$ cat config.mk
export PLATFORM = sky130hd
export DESIGN_NAME = fill_sequencer
export DESIGN_NICKNAME = d
export VERILOG_FILES = /design/src/rtl/fill_pkg.sv /design/src/rtl/fill_pattern.sv /design/src/rtl/fill_index_walker.sv /design/src/rtl/fill_addr_gen.sv /design/src/rtl/fill_sequencer.sv
export SDC_FILE = /design/constraint.sdc
export NUM_CORES = 1
export LEC_CHECK = 0
export BUFFER_PORTS_ARGS = -buffer_cell sky130_fd_sc_hd__buf_2
export CAP_MARGIN = 20
export CORE_MARGIN = 5
export CORE_UTILIZATION = 57
export CTS_BUF_LIST = sky130_fd_sc_hd__clkbuf_4
export DETAILED_ROUTE_END_ITERATION = 8
export GPL_ROUTABILITY_DRIVEN = 0
export HOLD_SLACK_MARGIN = 0.15
export PLACE_DENSITY = 0.95
export SKIP_LAST_GASP = 1
export SLEW_MARGIN = 20
export SYNTH_ARGS = -nofsm -noshare
export SYNTH_HDL_FRONTEND = slang
export SYNTH_SLANG_ARGS = --single-unit
$ cat constraint.sdc
create_clock -name clk -period 3.4 [get_ports clk]
set_clock_uncertainty 0.05 [all_clocks]
set_input_delay 0 -clock clk [delete_from_list [all_inputs] [get_ports clk]]
set_output_delay 0 -clock clk [all_outputs]
set_load 0.05 [all_outputs]
$ cat src/rtl/fill_pkg.sv
package fill_pkg;

    localparam int unsigned   PAT_SHIFT = 8;
    localparam logic [31:0]   PAT_MASK  = 32'h0000_5A3C;

    typedef enum logic [1:0] {
        ST_IDLE = 2'd0,
        ST_FILL = 2'd1,
        ST_DONE = 2'd2
    } fill_state_e;

    function automatic int unsigned idx_width(input int unsigned n);
        return (n > 1) ? $clog2(n) : 1;
    endfunction

endpackage

$ cat src/rtl/fill_pattern.sv
module fill_pattern import fill_pkg::*; #(
    parameter int OW     = 3,
    parameter int IW     = 3,
    parameter int DATA_W = 16
) (
    input  logic [OW-1:0]     outer_i,
    input  logic [IW-1:0]     inner_i,
    output logic [DATA_W-1:0] data_o
);

    logic [31:0] raw;

    always_comb begin
        raw    = (32'(outer_i) << PAT_SHIFT) | 32'(inner_i);
        data_o = DATA_W'(raw ^ PAT_MASK);
    end

endmodule

$ cat src/rtl/fill_index_walker.sv
module fill_index_walker import fill_pkg::*; #(
    parameter int OUTER_N = 5,
    parameter int INNER_N = 7
) (
    input  logic                              clk,
    input  logic                              rst,
    input  logic                              clear_i,
    input  logic                              step_i,
    output logic [idx_width(OUTER_N)-1:0]     outer_o,
    output logic [idx_width(INNER_N)-1:0]     inner_o,
    output logic                              last_o
);

    localparam int OW = idx_width(OUTER_N);
    localparam int IW = idx_width(INNER_N);
    localparam logic [OW-1:0] OUTER_MAX = OW'(OUTER_N - 1);
    localparam logic [IW-1:0] INNER_MAX = IW'(INNER_N - 1);

    logic [OW+IW-1:0] pair_q;
    logic [OW+IW-1:0] pair_d;
    logic             inner_end;

    assign outer_o   = pair_q[IW +: OW];
    assign inner_o   = pair_q[IW-1:0];
    assign inner_end = (inner_o == INNER_MAX);
    assign last_o    = inner_end && (outer_o == OUTER_MAX);

    always_comb begin
        pair_d = pair_q;
        if (clear_i) begin
            pair_d = '0;
        end else if (step_i && !last_o) begin
            if (inner_end) begin
                pair_d = {OW'(outer_o + 1'b1), IW'(0)};
            end else begin
                pair_d = {outer_o, IW'(inner_o + 1'b1)};
            end
        end
    end

    always_ff @(posedge clk) begin
        if (rst) begin
            pair_q <= '0;
        end else begin
            pair_q <= pair_d;
        end
    end

    AST_INNER_WRAP: assert property (@(posedge clk) disable iff (rst)
        (step_i && !clear_i && inner_end && !last_o) |=>
            (inner_o == '0 && outer_o == OW'($past(outer_o) + 1'b1)));

    AST_INNER_STEP: assert property (@(posedge clk) disable iff (rst)
        (step_i && !clear_i && !inner_end) |=>
            (inner_o == IW'($past(inner_o) + 1'b1) && $stable(outer_o)));

endmodule

$ cat src/rtl/fill_addr_gen.sv
module fill_addr_gen #(
    parameter int          ADDR_W    = 12,
    parameter int unsigned BASE_ADDR = 'h040
) (
    input  logic              clk,
    input  logic              rst,
    input  logic              clear_i,
    input  logic              step_i,
    output logic [ADDR_W-1:0] addr_o
);

    localparam logic [ADDR_W-1:0] BASE = ADDR_W'(BASE_ADDR);

    always_ff @(posedge clk) begin
        if (rst) begin
            addr_o <= BASE;
        end else if (clear_i) begin
            addr_o <= BASE;
        end else if (step_i) begin
            addr_o <= addr_o + 1'b1;
        end
    end

endmodule

$ cat src/rtl/fill_sequencer.sv
module fill_sequencer import fill_pkg::*; #(
    parameter int          OUTER_N   = 5,
    parameter int          INNER_N   = 7,
    parameter int          ADDR_W    = 12,
    parameter int          DATA_W    = 16,
    parameter int unsigned BASE_ADDR = 'h040
) (
    input  logic              clk,
    input  logic              rst,
    input  logic              start_i,
    output logic              wr_en_o,
    output logic [ADDR_W-1:0] wr_addr_o,
    output logic [DATA_W-1:0] wr_data_o,
    output logic              busy_o,
    output logic              done_o
);

    localparam int OW = idx_width(OUTER_N);
    localparam int IW = idx_width(INNER_N);
    localparam logic [ADDR_W-1:0] BASE = ADDR_W'(BASE_ADDR);

    fill_state_e   state_q;
    fill_state_e   state_d;
    logic          accept;
    logic          step;
    logic          last;
    logic [OW-1:0] outer;
    logic [IW-1:0] inner;

    assign accept = start_i && (state_q != ST_FILL);
    assign step   = (state_q == ST_FILL);

    always_comb begin
        state_d = state_q;
        case (state_q)
            ST_IDLE, ST_DONE: if (start_i) state_d = ST_FILL;
            ST_FILL:          if (last)    state_d = ST_DONE;
            default:          state_d = ST_IDLE;
        endcase
    end

    always_ff @(posedge clk) begin
        if (rst) begin
            state_q <= ST_IDLE;
        end else begin
            state_q <= state_d;
        end
    end

    fill_index_walker #(
        .OUTER_N (OUTER_N),
        .INNER_N (INNER_N)
    ) u_walker (
        .clk     (clk),
        .rst     (rst),
        .clear_i (accept),
        .step_i  (step),
        .outer_o (outer),
        .inner_o (inner),
        .last_o  (last)
    );

    fill_addr_gen #(
        .ADDR_W    (ADDR_W),
        .BASE_ADDR (BASE_ADDR)
    ) u_addr (
        .clk     (clk),
        .rst     (rst),
        .clear_i (accept),
        .step_i  (step),
        .addr_o  (wr_addr_o)
    );

    fill_pattern #(
        .OW     (OW),
        .IW     (IW),
        .DATA_W (DATA_W)
    ) u_pattern (
        .outer_i (outer),
        .inner_i (inner),
        .data_o  (wr_data_o)
    );

    assign wr_en_o = step;
    assign busy_o  = step;
    assign done_o  = (state_q == ST_DONE);

    AST_FIRST_ADDR: assert property (@(posedge clk) disable iff (rst)
        $rose(wr_en_o) |-> (wr_addr_o == BASE));

    AST_ADDR_STEP: assert property (@(posedge clk) disable iff (rst)
        (wr_en_o && $past(wr_en_o)) |-> (wr_addr_o == ADDR_W'($past(wr_addr_o) + 1'b1)));

    AST_DONE_QUIET: assert property (@(posedge clk) disable iff (rst)
        done_o |-> !wr_en_o);

    AST_DONE_HOLD: assert property (@(posedge clk) disable iff (rst)
        (done_o && !start_i) |=> done_o);

    AST_BUSY_START: assert property (@(posedge clk) disable iff (rst)
        (busy_o && start_i && !$rose(busy_o)) |=> (busy_o || done_o));

    AST_RESTART: assert property (@(posedge clk) disable iff (rst)
        (done_o && start_i) |=> (wr_en_o && !done_o && wr_addr_o == BASE));

endmodule

==> results summary <==
The run finished with clean final reports. The number of rows in the core area came out at 16. The sequential fraction of design power is 0.480. The total routing resource utilization after global routing came out at 0.1719. Pin placement for this block handled 34 I/O pins. The leakage power summed over all cells is 0.5290 nW. Setup repair after global routing left no endpoint under its margin. The startpoint of the worst register-to-register path is state_q[1]. The transition at the pin with the smallest max-transition slack came out at 0.9870 ns. The first element of the critical path is state_q[1]. For this block, the routed nets add up to 2.372 mm of wire. Dividing the detail-routed via count by the number of cells gives 5.584.

The register bit total from synthesis is 20. The max-slew violation count is 0. The setup TNS is 0 ns. The sequential element share of the synthesized area is 0.3490. The DRC violation total after the first TritonRoute iteration came out at 9. The maximum number of pins on one net before global-route repair came out at 16.

The required time at the worst-slack endpoint came out at 3.51 ns. For this run, the top clock speed supported by timing is 483.9 MHz. The remaining design rule violation count is 0. The die is 54.87 µm wide.

For this run, the leading register cell type out of synthesis is sky130_fd_sc_hd__dfxtp_1. The detailed-route via count came out at 994. The later-pin clock latency in the skew report came out at 0.30 ns. The first global-routing pass estimated 3.815 mm of wire.

The via count of the first global-routing pass is 857. The final layout contains 158 nets. The height of the die came out at 54.87 µm.

VDD sags by at most 0.0002291 V. The share of total power dissipated in the clock network is 0.378. The number of antenna violations at the first check in global routing came out at 0. The tightest slew margin relative to the limit came out at 0.3376.

The total inserted antenna cells came out at 0. The starting density of the core is 0.5909. The final setup violation count came out at 0. The non-filler instance count after layout is 178. The cell count after placement is 171. Cell internal power was estimated by the tool at 0.3705 mW. The setup slack of the most critical reg-to-reg path came out at 1.33 ns. In this run the worst hold path is classified as primary input to flop. The post-route minimum period came out at 2.066 ns. The library cell used as clock root buffer is sky130_fd_sc_hd__clkbuf_4. The synthesized netlist contains 37 unique library cells. STA puts the critical path data arrival time at 2.17 ns. Of the available clock period, the critical path in the final layout requires 0.6078. In this run the worst path has a maximum fanout of 15. The clock input transition at the sequential cells of the worst setup and hold paths came out at 0.12 ns. The worst setup path is launched from a flop. Clock tree synthesis inserted a total of 3 buffers. In the post-route analysis, the smallest setup slack over all paths is 1.334 ns. The number of maximum-capacitance violations is 0. The critical path capture point type is a flop. The instance count of the mapped netlist is 132. By startpoint and endpoint, the worst setup path is classified as flop to flop. The total placed instance area came out at 0.001194 mm².

The number of port buffers came out at 23. Of the total power, the share spent switching nets is 0.2703. The count of synthesis-stage warnings from yosys came out at 0. TritonCTS built the clock tree. In the final routed layout, each cell accounts on average for 13.33 µm. The final-report hold violation count came to 0. The worst hold path begins at rst. OpenSTA, run right after detailed placement, puts the worst setup slack at 1.356 ns. Power spread over the standard cell area amounts to 397.9 mW/mm².

Post-CTS timing repair inserted 0 buffers for setup. The number of iterations in the first detailed-routing pass is 6. The number of buffers on the longest clock path came out at 2. The final instance area came out at 0.001276 mm². The count of nets left with antenna violations once routing finished came out at 0. The core area came out at 0.001942 mm². Detailed placement finished with a half-perimeter wire length of 1.733 mm.

The overall overflow remaining after global route came out at 0. The share of post-route cells with drive strength above 1 came out at 0.2119. The total die area is 0.003010 mm². The total power consumption of the routed design came out at 0.5078 mW.

Compared with the post-synthesis result, the final layout area differs by 11.23%. The average cell area after synthesis came out at 8.692 µm². The switching power is 0.1373 mW. The number of H-tree levels came out at 1. In the synthesized netlist the async set-or-reset flop fraction comes to 0.

Of the total power, combinational logic draws 0.143. The number of flops mapped to enable cells by yosys came out at 0. CTS saw 20 sinks. The netlist area before placement came out at 0.001147 mm².
[state kept, by name, summed over array words and instances (netlist names)]
signal / flops
u_walker.pair_q: 6
u_addr.addr_o: 12
state_q: 2
[layer usage]
metal / GRT usage / part of all wire / vias up
met5: 0 / 0 / -
met4: 0.06224 / 0.0051 / 0
met3: 0.04087 / 0.068 / 2
met2: 0.3031 / 0.51 / 32
met1: 0.1984 / 0.41 / 465
li1: - / - / 495
[worst max-delay path, cell delays in order (launching register included)]
cell                       delay, ns
sky130_fd_sc_hd__dfxtp_1        0.43
sky130_fd_sc_hd__nand2b_1       0.31
sky130_fd_sc_hd__inv_2          0.19
sky130_fd_sc_hd__o21ai_1        0.80
sky130_fd_sc_hd__nor3_1         0.14
[per-stage QoR]
step	utilization	hold slack [ns]
4_1_cts	0.6572	0.4087
3_3_place_gp	0.6147	0.1740
5_1_grt	0.6572	0.4530
6_report	0.6572	0.4086
2_1_floorplan	-	0.01907
3_5_place_dp	0.6147	0.1857
[repair_timing]
item,in CTS,in global routing
setup endpoints to repair,0,0
hold buffers,3,0
gates resized for setup,0,0
endpoints found under the hold margin,4,0
[power groups by stage]
stage               combinational [mW]  sequential [mW]  clock (mW)
floorplan                       0.0699            0.250           0
global placement                0.0675            0.248           0
detailed placement              0.0684            0.249           0
CTS                             0.0716            0.244       0.198
global route                    0.0769            0.244       0.208
finish                          0.0724            0.244       0.192
[cell families after synthesis]
kind of cell	Yosys count	synth area share
compound gates	33	0.1908
xor+xnor	2	0.01527
fa+ha+maj	3	0.03272
buf+inv	29	0.1483
flops	20	0.3490
mux	4	0.03490
other cells	2	0.006546
simple gates	39	0.2225
[worst paths after layout]
kind | endpoint | cells past startpoint
max | u_walker.pair_q[5] | 4
min | state_q[1] | 3
max reg2reg | u_walker.pair_q[5] | 4
min reg2reg | u_addr.addr_o[11] | 2
[area by class of cell]
class,instances,area (µm²)
Sequential cell,20,400.4
Clock inverter,1,30.03
Fill cell,183,665.6
Multi-Input combinational cell,91,606.8
Timing Repair Buffer,26,145.1
Clock buffer,3,22.52
Inverter,10,37.54
Tap cell,27,33.78
[cells in the mapped netlist (all sizes together) (2+ instances only)]
library cell	n	share of area
buf	19	0.12
ha	3	0.033
nand4	2	0.011
inv	9	0.029
a21oi	12	0.056
xnor2	2	0.015
nand4b	2	0.026
o21ai	4	0.017
or4	5	0.036
dfxtp	20	0.35
a211o	3	0.023
or3	2	0.011
nand3b	3	0.020
o211ai	6	0.039
nor3	3	0.013
nand3	2	0.0087
nor4	3	0.016
nand2b	2	0.011
mux2i	4	0.035
nand2	8	0.026
o31ai	5	0.033
nor2	2	0.0065
conb	2	0.0065
[cell usage in the layout, fill, tap and decap left out, drive strengths merged, types with 2 or more instances in the layout]
master / n
nor2: 2
conb: 10
buf: 23
a211o: 3
xnor2: 2
dlygate4sd3: 3
o31ai: 5
o21ai: 4
nor3: 3
nand2b: 2
or3: 2
nand4: 2
a21oi: 12
nor4: 3
dfxtp: 20
nand2: 8
clkbuf: 3
nand3: 2
ha: 3
mux2i: 4
nand3b: 3
inv: 9
nand4b: 2
o211ai: 6
or4: 5
No activity file was read; power rests on OpenSTA's default activity.
